===== config.mk =====
export PLATFORM = sky130hd
export DESIGN_NAME = ckgen_irq_unit
export DESIGN_NICKNAME = d
export VERILOG_FILES = /design/src/rtl/ckirq_pkg.sv /design/src/rtl/ckirq_edge_watch.sv /design/src/rtl/ckirq_flag_bank.sv /design/src/rtl/ckirq_wake_merge.sv /design/src/rtl/ckgen_irq_unit.sv
export SDC_FILE = /design/constraint.sdc
export NUM_CORES = 1
export LEC_CHECK = 0
export ABC_AREA = 1
export BUFFER_PORTS_ARGS = -buffer_cell sky130_fd_sc_hd__clkbuf_2
export CORE_AREA = 2 2 47 54
export DETAILED_ROUTE_END_ITERATION = 16
export DIE_AREA = 0 0 49 56
export HOLD_SLACK_MARGIN = 0.05
export PLACE_DENSITY_LB_ADDON = 0.3
export SLEW_MARGIN = 0
export SYNTH_ARGS = -nofsm -noshare
export SYNTH_HDL_FRONTEND = slang
export SYNTH_SLANG_ARGS = --single-unit

===== constraint.sdc =====
create_clock -name clk -period 0.8 [get_ports clk]
set_clock_uncertainty 0.1 [all_clocks]
set_input_delay 0.04 -clock clk [delete_from_list [all_inputs] [get_ports clk]]
set_output_delay 0.04 -clock clk [all_outputs]
set_load 0.03 [all_outputs]

===== src/rtl/ckirq_pkg.sv =====
package ckirq_pkg;
  // flag positions in the status word
  localparam int unsigned FLG_RC_STABLE = 0;
  localparam int unsigned FLG_LF_STABLE = 1;
  localparam int unsigned FLG_HF_STABLE = 2;
  localparam int unsigned FLG_LF_STOP   = 3;
  localparam int unsigned FLG_HF_TRIM   = 4;

  // word addresses of the two registers
  localparam int unsigned REG_STATUS = 0;
  localparam int unsigned REG_ENABLE = 1;

  typedef enum logic [1:0] {
    SEL_STATUS = 2'd0,
    SEL_ENABLE = 2'd1,
    SEL_NONE   = 2'd2
  } reg_sel_e;
endpackage


===== src/rtl/ckirq_edge_watch.sv =====
module ckirq_edge_watch #(
  parameter int unsigned NUM_CTL = 2
) (
  input  logic               clk,
  input  logic               rst_n,
  input  logic [NUM_CTL-1:0] ctl_i,
  output logic               any_fall_o
);
  logic [NUM_CTL-1:0] prev_q;
  logic [NUM_CTL-1:0] fall;

  for (genvar g = 0; g < NUM_CTL; g++) begin : g_bit
    always_ff @(posedge clk or negedge rst_n) begin
      if (!rst_n) prev_q[g] <= 1'b0;
      else        prev_q[g] <= ctl_i[g];
    end
    assign fall[g] = prev_q[g] & ~ctl_i[g];
  end

  assign any_fall_o = |fall;
endmodule


===== src/rtl/ckirq_flag_bank.sv =====
module ckirq_flag_bank #(
  parameter int unsigned NUM_FLAGS = 5
) (
  input  logic                 clk,
  input  logic                 rst_n,
  input  logic [NUM_FLAGS-1:0] set_i,
  input  logic                 clr_we_i,
  input  logic                 en_we_i,
  input  logic [NUM_FLAGS-1:0] wbits_i,
  output logic [NUM_FLAGS-1:0] flags_o,
  output logic [NUM_FLAGS-1:0] enables_o,
  output logic                 irq_o
);
  logic [NUM_FLAGS-1:0] flag_q;
  logic [NUM_FLAGS-1:0] en_q;
  logic                 irq_q;

  for (genvar g = 0; g < NUM_FLAGS; g++) begin : g_flag
    logic clr_hit;
    assign clr_hit = clr_we_i & wbits_i[g];
    always_ff @(posedge clk or negedge rst_n) begin
      if (!rst_n)        flag_q[g] <= 1'b0;
      else if (set_i[g]) flag_q[g] <= 1'b1;
      else if (clr_hit)  flag_q[g] <= 1'b0;
    end
  end

  always_ff @(posedge clk or negedge rst_n) begin
    if (!rst_n)       en_q <= '0;
    else if (en_we_i) en_q <= wbits_i;
  end

  always_ff @(posedge clk or negedge rst_n) begin
    if (!rst_n) irq_q <= 1'b0;
    else        irq_q <= |(flag_q & en_q);
  end

  assign flags_o   = flag_q;
  assign enables_o = en_q;
  assign irq_o     = irq_q;
endmodule


===== src/rtl/ckirq_wake_merge.sv =====
module ckirq_wake_merge #(
  parameter int unsigned NUM_SRC = 4
) (
  input  logic               clk,
  input  logic               rst_n,
  input  logic [NUM_SRC-1:0] src_i,
  output logic               cancel_o
);
  logic cancel_q;

  always_ff @(posedge clk or negedge rst_n) begin
    if (!rst_n) cancel_q <= 1'b0;
    else        cancel_q <= |src_i;
  end

  assign cancel_o = cancel_q;
endmodule


===== src/rtl/ckgen_irq_unit.sv =====
module ckgen_irq_unit
  import ckirq_pkg::*;
#(
  parameter int unsigned NUM_FLAGS = 5,
  parameter int unsigned NUM_CTL   = 2,
  parameter int unsigned NUM_WAKE  = 4,
  parameter int unsigned DATA_W    = 16,
  parameter int unsigned ADDR_W    = 2
) (
  input  logic                 clk,
  input  logic                 rst_n,
  input  logic                 bus_wr,
  input  logic [ADDR_W-1:0]    bus_addr,
  input  logic [DATA_W/8-1:0]  bus_be,
  input  logic [DATA_W-1:0]    bus_wdata,
  output logic [DATA_W-1:0]    bus_rdata,
  input  logic [NUM_FLAGS-1:0] evt_strobe,
  input  logic [NUM_CTL-1:0]   lf_ctl,
  input  logic                 wk_periph,
  input  logic                 wk_wdt_nmi,
  input  logic                 wk_debug,
  input  logic                 wk_reset,
  output logic                 irq_req,
  output logic                 cancel_req
);
  localparam int unsigned PAD_W = DATA_W - NUM_FLAGS;

  reg_sel_e             sel;
  logic                 low_byte;
  logic                 stop_fall;
  logic [NUM_FLAGS-1:0] set_vec;
  logic [NUM_FLAGS-1:0] flag_q;
  logic [NUM_FLAGS-1:0] enable_q;
  logic [NUM_WAKE-1:0]  wake_vec;
  logic                 unused_bus_bits;

  always_comb begin
    if (bus_addr == ADDR_W'(REG_STATUS))      sel = SEL_STATUS;
    else if (bus_addr == ADDR_W'(REG_ENABLE)) sel = SEL_ENABLE;
    else                                      sel = SEL_NONE;
  end

  assign low_byte        = bus_be[0];
  assign unused_bus_bits = ^{bus_wdata[DATA_W-1:NUM_FLAGS], bus_be[DATA_W/8-1:1]};

  ckirq_edge_watch #(.NUM_CTL(NUM_CTL)) u_edge (
    .clk        (clk),
    .rst_n      (rst_n),
    .ctl_i      (lf_ctl),
    .any_fall_o (stop_fall)
  );

  always_comb begin
    set_vec              = evt_strobe;
    set_vec[FLG_LF_STOP] = evt_strobe[FLG_LF_STOP] | stop_fall;
  end

  ckirq_flag_bank #(.NUM_FLAGS(NUM_FLAGS)) u_bank (
    .clk       (clk),
    .rst_n     (rst_n),
    .set_i     (set_vec),
    .clr_we_i  (bus_wr && low_byte && sel == SEL_STATUS),
    .en_we_i   (bus_wr && low_byte && sel == SEL_ENABLE),
    .wbits_i   (bus_wdata[NUM_FLAGS-1:0]),
    .flags_o   (flag_q),
    .enables_o (enable_q),
    .irq_o     (irq_req)
  );

  assign wake_vec = {wk_reset, wk_debug, wk_wdt_nmi, wk_periph};

  ckirq_wake_merge #(.NUM_SRC(NUM_WAKE)) u_wake (
    .clk      (clk),
    .rst_n    (rst_n),
    .src_i    (wake_vec),
    .cancel_o (cancel_req)
  );

  always_comb begin
    unique case (sel)
      SEL_STATUS: bus_rdata = {{PAD_W{1'b0}}, flag_q};
      SEL_ENABLE: bus_rdata = {{PAD_W{1'b0}}, enable_q};
      default:    bus_rdata = '0;
    endcase
  end
endmodule


==> results of run 1 <==
cell usage in the layout, fill, tap and decap left out, types with 3 or more instances in the layout:
cell | synthesis | final
nand2_1 | 48 | 33
dfrtp_1 | 14 | 14
nand2_2 | 0 | 15
inv_1 | 7 | 7
clkbuf_4 | 0 | 3
clkbuf_2 | 0 | 20
buf_4 | 11 | 8
dlygate4sd3_1 | 0 | 16
nand3_1 | 5 | 5
conb_1 | 1 | 11
buf_8 | 0 | 7
critical path, cell delays in order (launching register included):
cell and delay, ns:
dfrtp_1 0.40, nand2_1 0.09, nand2_2 0.06, buf_8 0.13
metal layers:
layer | track usage (%) | wire length [um]
met3 | 2.96 | 127
met2 | 23.9 | 893
met1 | 15.6 | 711
met4 | 7.35 | 27
met5 | 0 | 0
power by group:
| part | switching, mW | internal, mW | total [mW] |
|---|---|---|---|
| clock network | 0.248 | 0.277 | 0.525 |
| logic | 0.356 | 0.331 | 0.687 |
| registers | 0.0402 | 0.777 | 0.817 |
Yosys cell counts:
cell	n	area (um2)
buf_4	11	82.6
conb_1	1	3.75
dfrtp_1	14	350
inv_1	7	26.3
inv_2	2	7.51
inv_4	1	6.26
nand2_1	48	180
nand2_4	2	22.5
nand3_1	5	25.0
nand4_1	1	6.26
nor2_1	4	15.0
nor2_4	2	22.5
o21bai_1	1	7.51
worst min path at each step:
stage	start	endpoint	slack, ns	cells past startpoint
final	evt_strobe[3]	u_bank.flags_o[3]$_DFFE_PN0P_	-0.06	4
after global routing	evt_strobe[3]	u_bank.flags_o[3]$_DFFE_PN0P_	-0.04	4
after CTS	evt_strobe[3]	u_bank.flags_o[3]$_DFFE_PN0P_	-0.05	4
after detailed placement	rst_n	u_wake.cancel_o$_DFF_PN0_	-0.14	1
after global placement	rst_n	u_wake.cancel_o$_DFF_PN0_	-0.14	1
after floorplan	rst_n	u_bank.enables_o[0]$_DFFE_PN0P_	-0.36	0
state kept, by name, indices dropped and copies added (netlist names):
| name | flops |
|---|---|
| u_bank.irq_o | 1 |
| u_bank.flags_o | 5 |
| u_edge.prev_q | 2 |
| u_bank.enables_o | 5 |
| u_wake.cancel_o | 1 |
area by class of cell:
type / count / area [um2]
Clock buffer: 4 / 36.3
Fill cell: 198 / 910
Inverter: 10 / 40.0
Multi-Input combinational cell: 74 / 363
Sequential cell: 14 / 350
Tap cell: 30 / 37.5
Timing Repair Buffer: 53 / 448
metrics by stage:
stage	setup slack (ns)	power, mW	hold WS, ns	setup TNS [ns]	utilization (%)
global route	-0.340	2.13	-0.0449	-2.86	58.4
finish	-0.296	2.03	-0.0618	-2.21	58.4
global placement	-0.109	1.25	-0.137	-0.799	40.7
CTS	-0.302	1.97	-0.0539	-2.12	56.0
floorplan	0.00954	1.16	-0.356	0	-
detailed placement	-0.119	1.26	-0.135	-0.898	40.7
what timing repair did:
action                     in CTS  in global routing
gates resized for setup        17                 23
buffers inserted                9                  1
pin swaps                       8                  9
hold endpoints to repair       27                  1
setup endpoints to repair       9                 18
kinds of logic (layout without fill, tap and decap cells):
logic type             count (synthesis)  after routing  share of synthesized area [%]
DFF                                   14             14                           46.4
AOI/OAI and AO/OA                      1              1                          0.994
and+or+nand+nor                       62             62                           35.9
other                                  1             11                          0.496
buffers and inverters                 21             67                           16.2
==> results.cfg, run 1 <==
[power]
power_density_nw_per_um2 = 1590
p_leak_nw = 0.690
ir_drop_v = 0.000936

[timing]
hold_viol = 1
rsz0062_at_grt = true
whs_ns = -0.0618
setup_ws_ns = -0.296
post-route-min-period_ns = 1.10
drv_slew = 0
clock.fmax_ghz = 0.912
finalSetupViolations = 17
timing.final.crit_share_pct = 137

[global_routing]
grt_pass1_wl_um = 2970
grt_max_degree = 15
grt_pass1_vias = 745
antenna_found_initial = 0
gr-total-overflow = 0
grt_usage_pct = 13.8

[die]
initial_core_util_pct = 34.6
pin_count = 52
dieArea_um2 = 2740
die_y_um = 56
num_rows = 18
die_x_um = 49
core-area_um2 = 2180

[clock_tree]
root_buffer = clkbuf_4
cts.sinks = 14
cts-htree-levels = 1
cts_buffer_depth = 2
clk_pin_slew_ns = 0.09
cts_hold_buf = 16
insertion_delay_ns = 0.28
numCtsBuffers = 3
cts_tree = yes

[critical_path]
start_kind = register
crit_fanout = 2
startpoint = u_bank.flags_o[4]$_DFFE_PN0P_
cp-endpoint = bus_rdata[4]
crit_required_ns = 0.66
cp_data_arrival_time_ns = 0.96
critPathCaptureType = output port
r2r_end = u_bank.irq_o$_DFF_PN0_
rr_worst_depth = 4
rrSetupSlack_ns = -0.18
crit_type = reg -> out
r2r_start = u_bank.enables_o[2]$_DFFE_PN0P_

[place]
place_congestion = 0.728
dp_hpwl_um = 1140
numPlacedInstances = 156
placed_cell_area_um2 = 888
port_buffers = 28

[layout]
nNetsFinal = 190
n_antenna_cell = 0
design_area_um2 = 1270
drive_above_1_share_pct = 41.9
layout-area-overhead-vs-synth_pct = 68.7
finalNonFillerCells = 185

[yosys]
yosysUniqueCellTypes = 13
synth_area_um2 = 756
syn_inst = 99
syn_area_per_cell_um2 = 7.63
ys_warn_count = 0
seq_area_frac_synth_pct = 46.4
ys_ff_latch = 14

[route]
wire_per_inst_um = 9.51
route.antenna.remaining_nets = 0
drcViolationCount = 0
drtIter0Drc = 12
dr.pass1.iters = 4
num_vias = 773
wl_um = 1760
vias_per_cell = 4.18

[job]
maxCapViolCount = 0

[outcome]
outcome = complete, but fails checks
failed_checks = negative hold slack, negative setup slack

[hold_path]
hold_class = in -> reg
Note: power is estimated with default switching activity, not from simulation.
==> run 2: changes to the inputs <==
--- a/config.mk
+++ b/config.mk
@@ -10,7 +10,8 @@
 export CORE_AREA = 2 2 47 54
 export DETAILED_ROUTE_END_ITERATION = 16
 export DIE_AREA = 0 0 49 56
-export HOLD_SLACK_MARGIN = 0.05
+export HOLD_SLACK_MARGIN = 0.1
+export MAX_ROUTING_LAYER = met4
 export PLACE_DENSITY_LB_ADDON = 0.3
 export SLEW_MARGIN = 0
 export SYNTH_ARGS = -nofsm -noshare
==> run 2 against run 1 <==
  * The flow still finishes with violations (negative hold slack, negative setup slack)
  * Sequential power hardly changed
  * Critical path depth stayed put
  * Flip-flop and latch count stayed put
  * Worst setup slack better by 0.0025 ns
  * Via count is 1.2% lower
  * Clock power is 0.8% lower
  * Total power is 0.15% lower
  * Largest cell class unchanged
  * Highest routed layer unchanged
==> results.cfg, run 2 (synthesized netlist as in run 1, its figures left out) <==
[layout]
layout_common_cells = 33 x nand2_1, 20 x clkbuf_2, 16 x dlygate4sd3_1
final_core_util_pct = 58.4
final_common_cell = nand2_1
drive_above_1_share_pct = 41.9
layout-area-overhead-vs-synth_pct = 68.7
n_antenna_cell = 0
design_area_um2 = 1270
nNetsFinal = 190

[timing]
hold_viol = 1
rsz0062_at_grt = true
setup_ws_ns = -0.294
finalSetupViolations = 17
drv_slew = 0
clock.fmax_ghz = 0.914
timing.final.crit_share_pct = 137
post-route-min-period_ns = 1.09
whs_ns = -0.0584
setup_tns_ns = -2.21

[clock_tree]
root_buffer = clkbuf_4
cts_buffer_depth = 2
cts_hold_buf = 16
cts_tree = yes
clk_pin_slew_ns = 0.09
cts.sinks = 14
cts-htree-levels = 1
numCtsBuffers = 3
insertion_delay_ns = 0.28

[route]
dr.pass1.iters = 6
drtIter0Drc = 12
wl_um = 1760
num_vias = 764
vias_per_cell = 4.13
drcViolationCount = 0
route.antenna.remaining_nets = 0
wire_per_inst_um = 9.52

[critical_path]
cpLargestDelayFamily = flip-flops
crit_fanout = 2
start_kind = register
critPathCaptureType = output port
cpMaxStageDelayCell = dfrtp_1
crit_chain = nand2_1, nand2_2, buf_8
crit_required_ns = 0.66
crit_type = reg -> out
rrSetupSlack_ns = -0.18
critPathBufInv = 1
critPathMaxStageDelay_ns = 0.40
cp_data_arrival_time_ns = 0.95

[global_routing]
gr-total-overflow = 0
grt_pass1_wl_um = 2960
grt_max_degree = 15
antenna_found_initial = 0
grt_pass1_vias = 745
grt_usage_pct = 14.2

[hold_path]
hold_class = in -> reg

[power]
p_leak_nw = 0.690
ir_drop_v = 0.000939
power_density_nw_per_um2 = 1590

[place]
port_buffers = 28
placed_cell_area_um2 = 888
dp_hpwl_um = 1140
place_congestion = 0.736

[job]
maxCapViolCount = 0

[die]
pin_count = 52
initial_core_util_pct = 34.6
die_x_um = 49
die_y_um = 56
core-area_um2 = 2180
dieArea_um2 = 2740
num_rows = 18

[outcome]
failed_checks = negative hold slack, negative setup slack
outcome = complete, but fails checks
-- run 2: cell counts in the layout (fill, tap and decap cells not counted) --
Identical to the previous run, type by type.
-- run 2: metrics by stage --
step | setup slack [ns] | cells | power, mW
after floorplan | 0.00954 | 109 | 1.16
after global placement | -0.109 | 156 | 1.25
after detailed placement | -0.119 | 156 | 1.26
after CTS | -0.302 | 185 | 1.97
after global routing | -0.340 | 185 | 2.13
final | -0.294 | 185 | 2.03
-- run 2: cell type report --
| class | instances | area (um2) |
|---|---|---|
| multi-input combinational | 74 | 363 |
| sequential | 14 | 350 |
| timing repair buffer | 53 | 448 |
| inverter | 10 | 40.0 |
| clock buffer | 4 | 36.3 |
| tap | 30 | 37.5 |
| fill | 198 | 910 |
-- run 2: path summary, 6_finish.rpt --
kind / startpoint / end / depth (start not counted)
worst min-delay path: evt_strobe[3] / u_bank.flags_o[3]$_DFFE_PN0P_ / 4
max in group asynchronous: rst_n / u_bank.irq_o$_DFF_PN0_ / 2
worst max register to register: u_bank.flags_o[0]$_DFFE_PN0P_ / u_bank.irq_o$_DFF_PN0_ / 5
min in group asynchronous: rst_n / u_wake.cancel_o$_DFF_PN0_ / 2
worst min register to register: u_bank.enables_o[0]$_DFFE_PN0P_ / u_bank.enables_o[0]$_DFFE_PN0P_ / 2
worst max-delay path: u_bank.flags_o[4]$_DFFE_PN0P_ / bus_rdata[4] / 3
-- run 2: worst register-to-register path, cell delays in order (launching register included) --
cell and delay, ns:
dfrtp_1 0.39, buf_4 0.15, nand2_1 0.05, nand2_1 0.04, inv_1 0.05, nand4_1 0.09
-- run 2: where the power goes --
| part | switching (mW) | internal (mW) |
|---|---|---|
| clock network | 0.245 | 0.277 |
| logic | 0.356 | 0.331 |
| registers | 0.0404 | 0.777 |
-- run 2: layer usage --
metal | routed length (um) | track usage [%] | vias to the layer above
met1 | 767 | 16.1 | 348
met3 | 90 | 2.15 | 2
met2 | 887 | 23.9 | 27
met5 | 0 | - | -
met4 | 16 | 7.35 | 0
li1 | - | - | 387
-- run 2: timing repair --
item	in CTS	in global routing
setup buffers	9	1
setup endpoints to repair	9	18
endpoints found under the hold margin	27	5
gates resized for setup	17	23
pin swaps	8	9
